## src/rtl/revcell_pkg.sv

```systemverilog
package revcell_pkg;

  // Controlled-NOT: (a, b) -> (a, a ^ b)
  typedef struct packed {
    logic p;
    logic q;
  } cnot_out_t;

  // Peres: (a, b, c) -> (a, a ^ b, (a & b) ^ c)
  typedef struct packed {
    logic p;
    logic q;
    logic r;
  } peres_out_t;

  function automatic cnot_out_t cnot_gate(input logic a, input logic b);
    cnot_out_t o;
    o.p = a;
    o.q = a ^ b;
    return o;
  endfunction

  function automatic peres_out_t peres_gate(input logic a, input logic b, input logic c);
    peres_out_t o;
    o.p = a;
    o.q = a ^ b;
    o.r = (a & b) ^ c;
    return o;
  endfunction

  localparam int HALF_JUNK = 2;
  localparam int FULL_JUNK = 3;

  function automatic int junk_width(input int w);
    return HALF_JUNK + FULL_JUNK * (w - 1);
  endfunction

endpackage

```

## src/rtl/rc_half_cell.sv

```systemverilog
module rc_half_cell
  import revcell_pkg::*;
(
  input  logic       a,
  input  logic       b,
  input  logic       ctrl,
  output logic       sd,
  output logic       cb,
  output logic [1:0] junk
);

  cnot_out_t  g_in;
  peres_out_t g_pg;
  cnot_out_t  g_out;
  logic       zero_line;

  assign zero_line = 1'b0;

  always_comb begin
    // conditionally invert a on the way in
    g_in  = cnot_gate(ctrl, a);
    // half add of (a^ctrl, b) on a constant-zero line
    g_pg  = peres_gate(g_in.q, b, zero_line);
    // undo the inversion on the sum/difference line
    g_out = cnot_gate(g_in.p, g_pg.q);
  end

  assign sd   = g_out.q;
  assign cb   = g_pg.r;
  assign junk = {g_out.p, g_pg.p};

endmodule

```

## src/rtl/rc_full_cell.sv

```systemverilog
module rc_full_cell
  import revcell_pkg::*;
(
  input  logic       a,
  input  logic       b,
  input  logic       cin,
  input  logic       ctrl,
  output logic       sd,
  output logic       cb,
  output logic [2:0] junk
);

  cnot_out_t  g_in;
  peres_out_t g_pg1;
  peres_out_t g_pg2;
  cnot_out_t  g_out;
  logic       zero_line;

  assign zero_line = 1'b0;

  always_comb begin
    g_in  = cnot_gate(ctrl, a);
    // first Peres: generate term on the constant line
    g_pg1 = peres_gate(g_in.q, b, zero_line);
    // second Peres: fold in the incoming carry/borrow
    g_pg2 = peres_gate(g_pg1.q, cin, g_pg1.r);
    g_out = cnot_gate(g_in.p, g_pg2.q);
  end

  assign sd   = g_out.q;
  assign cb   = g_pg2.r;
  assign junk = {g_out.p, g_pg2.p, g_pg1.p};

endmodule

```

## src/rtl/rc_ripple_chain.sv

```systemverilog
module rc_ripple_chain
  import revcell_pkg::*;
#(
  parameter int WIDTH = 8,
  localparam int JW   = junk_width(WIDTH)
) (
  input  logic [WIDTH-1:0] a,
  input  logic [WIDTH-1:0] b,
  input  logic             ctrl,
  output logic [WIDTH-1:0] sd,
  output logic             cb_top,
  output logic [JW-1:0]    junk
);

  logic [WIDTH:1] cy;

  for (genvar i = 0; i < WIDTH; i++) begin : g_stage
    if (i == 0) begin : g_half
      rc_half_cell u_cell (
        .a    (a[0]),
        .b    (b[0]),
        .ctrl (ctrl),
        .sd   (sd[0]),
        .cb   (cy[1]),
        .junk (junk[HALF_JUNK-1:0])
      );
    end else begin : g_full
      localparam int BASE = HALF_JUNK + FULL_JUNK * (i - 1);
      rc_full_cell u_cell (
        .a    (a[i]),
        .b    (b[i]),
        .cin  (cy[i]),
        .ctrl (ctrl),
        .sd   (sd[i]),
        .cb   (cy[i+1]),
        .junk (junk[BASE +: FULL_JUNK])
      );
    end
  end

  assign cb_top = cy[WIDTH];

endmodule

```

## src/rtl/revcell_addsub.sv

```systemverilog
module revcell_addsub
  import revcell_pkg::*;
#(
  parameter int WIDTH = 8,
  localparam int JW   = junk_width(WIDTH)
) (
  input  logic             clk,
  input  logic             rst,
  input  logic [WIDTH-1:0] opnd_a,
  input  logic [WIDTH-1:0] opnd_b,
  input  logic             sub_mode,
  output logic [WIDTH-1:0] sum_diff,
  output logic             cb_out,
  output logic [JW-1:0]    junk_bus
);

  logic [WIDTH-1:0] chain_sd;
  logic             chain_cb;
  logic [JW-1:0]    chain_junk;

  rc_ripple_chain #(.WIDTH(WIDTH)) u_chain (
    .a      (opnd_a),
    .b      (opnd_b),
    .ctrl   (sub_mode),
    .sd     (chain_sd),
    .cb_top (chain_cb),
    .junk   (chain_junk)
  );

  always_ff @(posedge clk) begin
    if (rst) begin
      sum_diff <= '0;
      cb_out   <= 1'b0;
      junk_bus <= '0;
    end else begin
      sum_diff <= chain_sd;
      cb_out   <= chain_cb;
      junk_bus <= chain_junk;
    end
  end

endmodule

```

## config.mk

```make
export PLATFORM = sky130hd
export DESIGN_NAME = revcell_addsub
export DESIGN_NICKNAME = d
export VERILOG_FILES = /design/src/rtl/revcell_pkg.sv /design/src/rtl/rc_half_cell.sv /design/src/rtl/rc_full_cell.sv /design/src/rtl/rc_ripple_chain.sv /design/src/rtl/revcell_addsub.sv
export SDC_FILE = /design/constraint.sdc
export NUM_CORES = 1
export LEC_CHECK = 0
export ABC_CLOCK_PERIOD_IN_PS = 9000
export BUFFER_PORTS_ARGS = -buffer_cell sky130_fd_sc_hd__buf_2
export CORE_MARGIN = 4
export CORE_UTILIZATION = 51
export DETAILED_ROUTE_END_ITERATION = 10
export GPL_ROUTABILITY_DRIVEN = 1
export MAX_ROUTING_LAYER = met4
export PLACE_DENSITY_LB_ADDON = 0.15
export SLEW_MARGIN = 20
export SYNTH_ARGS = -nofsm -noshare
export SYNTH_HDL_FRONTEND = slang
export SYNTH_HIERARCHICAL = 1
export SYNTH_SLANG_ARGS = --single-unit
```

## constraint.sdc

```tcl
create_clock -name clk -period 9 [get_ports clk]
set_input_delay 2.7 -clock clk [delete_from_list [all_inputs] [get_ports clk]]
set_output_delay 2.7 -clock clk [all_outputs]
set_load 0.005 [all_outputs]
```

**After elaboration in Yosys (flattened, before gate mapping)**

Index checks and enable logic that the tools add are counted.

- Output and inout bits: 32
- Bits in registers: 32
- Input bits: 19
- Logic and storage cells: 56

- Bitwise logic cells: 53

Operators with widths:

| cell | number |
|---|---|
| $xor A1 B1 Y1 | 38 |
| $and A1 B1 Y1 | 15 |

**Depth between registers and ports, before layout**

- Word-level depth: 16
- Mapped depth: 11
- Gate-level depth less buffers: 11

**By module**

The synthesis kept the hierarchy.

Modules (own cells, without submodules):

| module | seq. area each (µm²) | times used | cells each | area each (µm²) |
|---|---|---|---|---|
| revcell_addsub | 640.6 | 1 | 67 | 863.3 |
| rc_full_cell | 0.0 | 7 | 5 | 57.6 |
| rc_half_cell | 0.0 | 1 | 4 | 37.5 |

**Worst setup path after synthesis**

No wires, ideal clock.

- Path type: input to register
- Start: in sub_mode
- End: reg sum_diff[7]
- Data required time: 8886 ps
- Data arrival time: 6018 ps
- Slack: 2868 ps
- Stages: 11
- Cells stage by stage: xor2_1 -> ha_1 -> fa_1 -> fa_1 -> fa_1 -> fa_1 -> fa_1 -> fa_1 -> fa_1 -> xor2_1 -> nor2b_1

- Longest elaborated chain between the ends: 16

Ends and longest elaborated chain:

| item | line | RTL |
|---|---|---|
| from (decl) | revcell_addsub.sv:11 | `input logic sub_mode,` |
| $xor A1 B1 Y1 | revcell_pkg.sv:19 | `o.q = a ^ b;` |
| $and A1 B1 Y1 | revcell_pkg.sv:27 | `o.r = (a & b) ^ c;` |
| via u_chain.cy (one bit) | rc_ripple_chain.sv:15 | `logic [WIDTH:1] cy;` |
| $and A1 B1 Y1 | revcell_pkg.sv:27 |  |
| $xor A1 B1 Y1 | revcell_pkg.sv:27 |  |
| via u_chain.cy (one bit) | rc_ripple_chain.sv:15 |  |
| $and A1 B1 Y1 | revcell_pkg.sv:27 |  |
| $xor A1 B1 Y1 | revcell_pkg.sv:27 |  |
| via u_chain.cy (one bit) | rc_ripple_chain.sv:15 |  |
| (+2 left out) | -- |  |
| via u_chain.cy (one bit) | rc_ripple_chain.sv:15 |  |
| (+2 left out) | -- |  |
| via u_chain.cy (one bit) | rc_ripple_chain.sv:15 |  |
| (+1 left out) | -- |  |
| $xor A1 B1 Y1 | revcell_pkg.sv:27 |  |
| via u_chain.cy (one bit) | rc_ripple_chain.sv:15 |  |
| $and A1 B1 Y1 | revcell_pkg.sv:27 |  |
| $xor A1 B1 Y1 | revcell_pkg.sv:27 |  |
| via u_chain.cy (one bit) | rc_ripple_chain.sv:15 |  |
| $xor A1 B1 Y1 | revcell_pkg.sv:26 | `o.q = a ^ b;` |
| $xor A1 B1 Y1 | revcell_pkg.sv:19 |  |
| via chain_sd[7] | revcell_addsub.sv:17 | `logic [WIDTH-1:0] chain_sd;` |
| to (signal assigned) | revcell_addsub.sv:36 | `sum_diff <= chain_sd;` |
| to (decl) | revcell_addsub.sv:12 | `output logic [WIDTH-1:0] sum_diff,` |

The timed path passes the listed nets, and every way through them passes these cells.
A chain may end at the register's enable or synchronous reset.

**Final worst setup path**

- Start: in sub_mode
- End: reg sum_diff[7]

- Longest elaborated chain between the ends: 16

Ends and longest elaborated chain:

| item | line | RTL |
|---|---|---|
| $xor A1 B1 Y1 | revcell_pkg.sv:19 |  |
| via chain_junk[0] | revcell_addsub.sv:19 | `logic [JW-1:0] chain_junk;` |
| $and A1 B1 Y1 | revcell_pkg.sv:27 |  |
| via u_chain.cy (one bit) | rc_ripple_chain.sv:15 |  |
| $and A1 B1 Y1 | revcell_pkg.sv:27 |  |
| $xor A1 B1 Y1 | revcell_pkg.sv:27 |  |
| via u_chain.cy (one bit) | rc_ripple_chain.sv:15 |  |
| $and A1 B1 Y1 | revcell_pkg.sv:27 |  |
| (+1 left out) | -- |  |
| via u_chain.cy (one bit) | rc_ripple_chain.sv:15 |  |
| (+2 left out) | -- |  |
| via u_chain.cy (one bit) | rc_ripple_chain.sv:15 |  |
| (+2 left out) | -- |  |
| via u_chain.cy (one bit) | rc_ripple_chain.sv:15 |  |
| (+1 left out) | -- |  |
| $xor A1 B1 Y1 | revcell_pkg.sv:27 |  |
| via u_chain.cy (one bit) | rc_ripple_chain.sv:15 |  |
| $and A1 B1 Y1 | revcell_pkg.sv:27 |  |
| $xor A1 B1 Y1 | revcell_pkg.sv:27 |  |
| via u_chain.cy (one bit) | rc_ripple_chain.sv:15 |  |
| $xor A1 B1 Y1 | revcell_pkg.sv:26 |  |
| $xor A1 B1 Y1 | revcell_pkg.sv:19 |  |
| via chain_sd[7] | revcell_addsub.sv:17 |  |

The timed path passes the listed nets, and every way through them passes these cells.

==> flow_summary.yaml <==
status:
  status: "complete, no violations"
worst_setup_path:
  start_kind: "input pin"
  cp-end-kind: "flop"
  path_cells: "buf_2, xor2_1, ha_1, fa_1, fa_1, fa_1, fa_1, fa_1, fa_1, fa_1, xor2_1, nor2b_1"
  critPathMaxStageDelay_ps: 450
  cp_slowest_cell: "fa_1"
  crit_buf_inv: 1
  cpMostUsedCell: "fa_1"
  required_ps: 9190
  crit_type: "in2reg"
  arrival_ps: 6600
  path_delay_family: "adder cells"
  crit_fanout: 24
sta:
  maxSlewHeadroom_pct: 65.2
  finalSetupViolations: 0
  drv_slew: 0
  finalHoldViolations: 0
  period_share_pct: 71.1
  worst-slew-pin-transition_ps: 521
  clock.fmax_mhz: 156
  setup_tns_ps: 0
  rsz0062_at_grt: "false"
  holdWs_ps: 2700
  fin_crit_ps: 6400
route:
  via_count: 784
  wl_per_cell_um: 10.8
  finalWirelength_um: 1980
  drtAntennaViolNets: 0
  drc: 0
  drt_iter0_markers: 2
  vias_per_cell: 4.28
  dr.pass1.iters: 2
floorplanning:
  ios: 51
  start_util_pct: 53.1
  core_um2: 2450
  rows: 18
  die_y_um: 58.6
  die_w_um: 58.6
  dieArea_um2: 3430
synthesis:
  syn_inst: 106
  synthesis.area_um2: 1300
  yosys_warnings: 6
  synth_seq_cells: 32
  ys_seq_area_share_pct: 49.1
  synth_area_leaders: "dfxtp_1, nor2b_1, fa_1"
  synth_area_per_cell_um2: 12.3
  synth.top_cell.area_share_pct: 49.1
  yosys.area.top_type: "dfxtp_1"
  synth.distinct_cells: 6
  synthesis.nets: 140
power:
  power_mw: 0.304
  ir_worst_vdd_mv: 0.140
  p_per_area_nw_per_um2: 194
  p_leak_nw: 0.776
place:
  hpwl_um: 1490
  finalWeightedCongestion: 0.655
  port_buffers: 50
finish:
  n_antenna_cell: 0
  fillers: 230
  final_cell_mix: "buf_2, nor2b_1, dfxtp_1"
  drive_above_1_share_pct: 36.6
  fin_nets: 186
  final_core_util_pct: 63.9
  area_delta_synth_final_pct: 20.2
  final_common_cell: "buf_2"
grt:
  grt_pass1_wl_um: 3100
  antenna_found_initial: 0
  grt-ovfl-total: 0
  grt_max_degree: 33
  grt_usage_pct: 13.1
  grt_pass1_vias: 750
clock_tree:
  cts_tree: "done"
  cts_max_level: 2
  postCtsSetupRepairBufs: 0
  cts_hold_buf: 0
  cts-resized-gates: 0
  clk_path_buf_depth: 2
  clkTransAtPathRegs_ps: 90
  numCtsBuffers: 5
  clockRootBuffer: "clkbuf_4"
  cts_sinks: 32
worst_hold_path:
  hold_class: "in2reg"
flow_run:
  timing.max_cap.violations: 0
registers in the layout, indices dropped and copies added, names as in the netlist:
signal    cells
cb_out        1
junk_bus     23
sum_diff      8
cells in the mapped netlist:
master    n
fa_1      7
buf_4    11
ha_1      8
nor2b_1  32
xor2_1   16
dfxtp_1  32
report_power, final:
group	total [mW]	switching, mW	internal, mW
combinational	0.0621	0.0281	0.0340
sequential	0.160	0.00320	0.157
clock	0.0817	0.0432	0.0385
total	0.304	0.0745	0.229
routing by layer:
metal	up-vias	track usage (%)	wire, um
li1	401	-	-
met1	344	12.3	748
met2	34	21.5	1010
met3	5	6.58	189
met4	0	6.95	29
met5	-	-	0
through the flow:
step	cells	setup slack, ps	instance area [um2]
finish	183	2600	1570
detailed placement	175	2220	1510
CTS	183	2580	1570
global placement	175	2290	1510
floorplan	106	2870	1300
global route	183	2440	1570
final timing paths:
path / from / endpoint / slack [ps] / cells after the start
max: sub_mode / sum_diff[7] / 2600 / 12
min: opnd_a[0] / junk_bus[0] / 2700 / 3
area by class of cell:
type	count	area (um2)	share of cell area (%)
flip-flops and latches	32	641	40.9
multi-input cells	63	581	37.0
repair buffers	50	250	16.0
clock buffers	8	58.8	3.75
well taps	30	37.5	2.39
logic make-up after synthesis:
logic type	count (synthesis)	synth area share, %
buffers and inverters	11	6.33
XOR/XNOR	16	10.7
adder cells (fa/ha/maj)	15	18.4
AND/OR/NAND/NOR	32	15.4
flip-flops	32	49.1
Note: power is estimated with default switching activity, not from simulation.
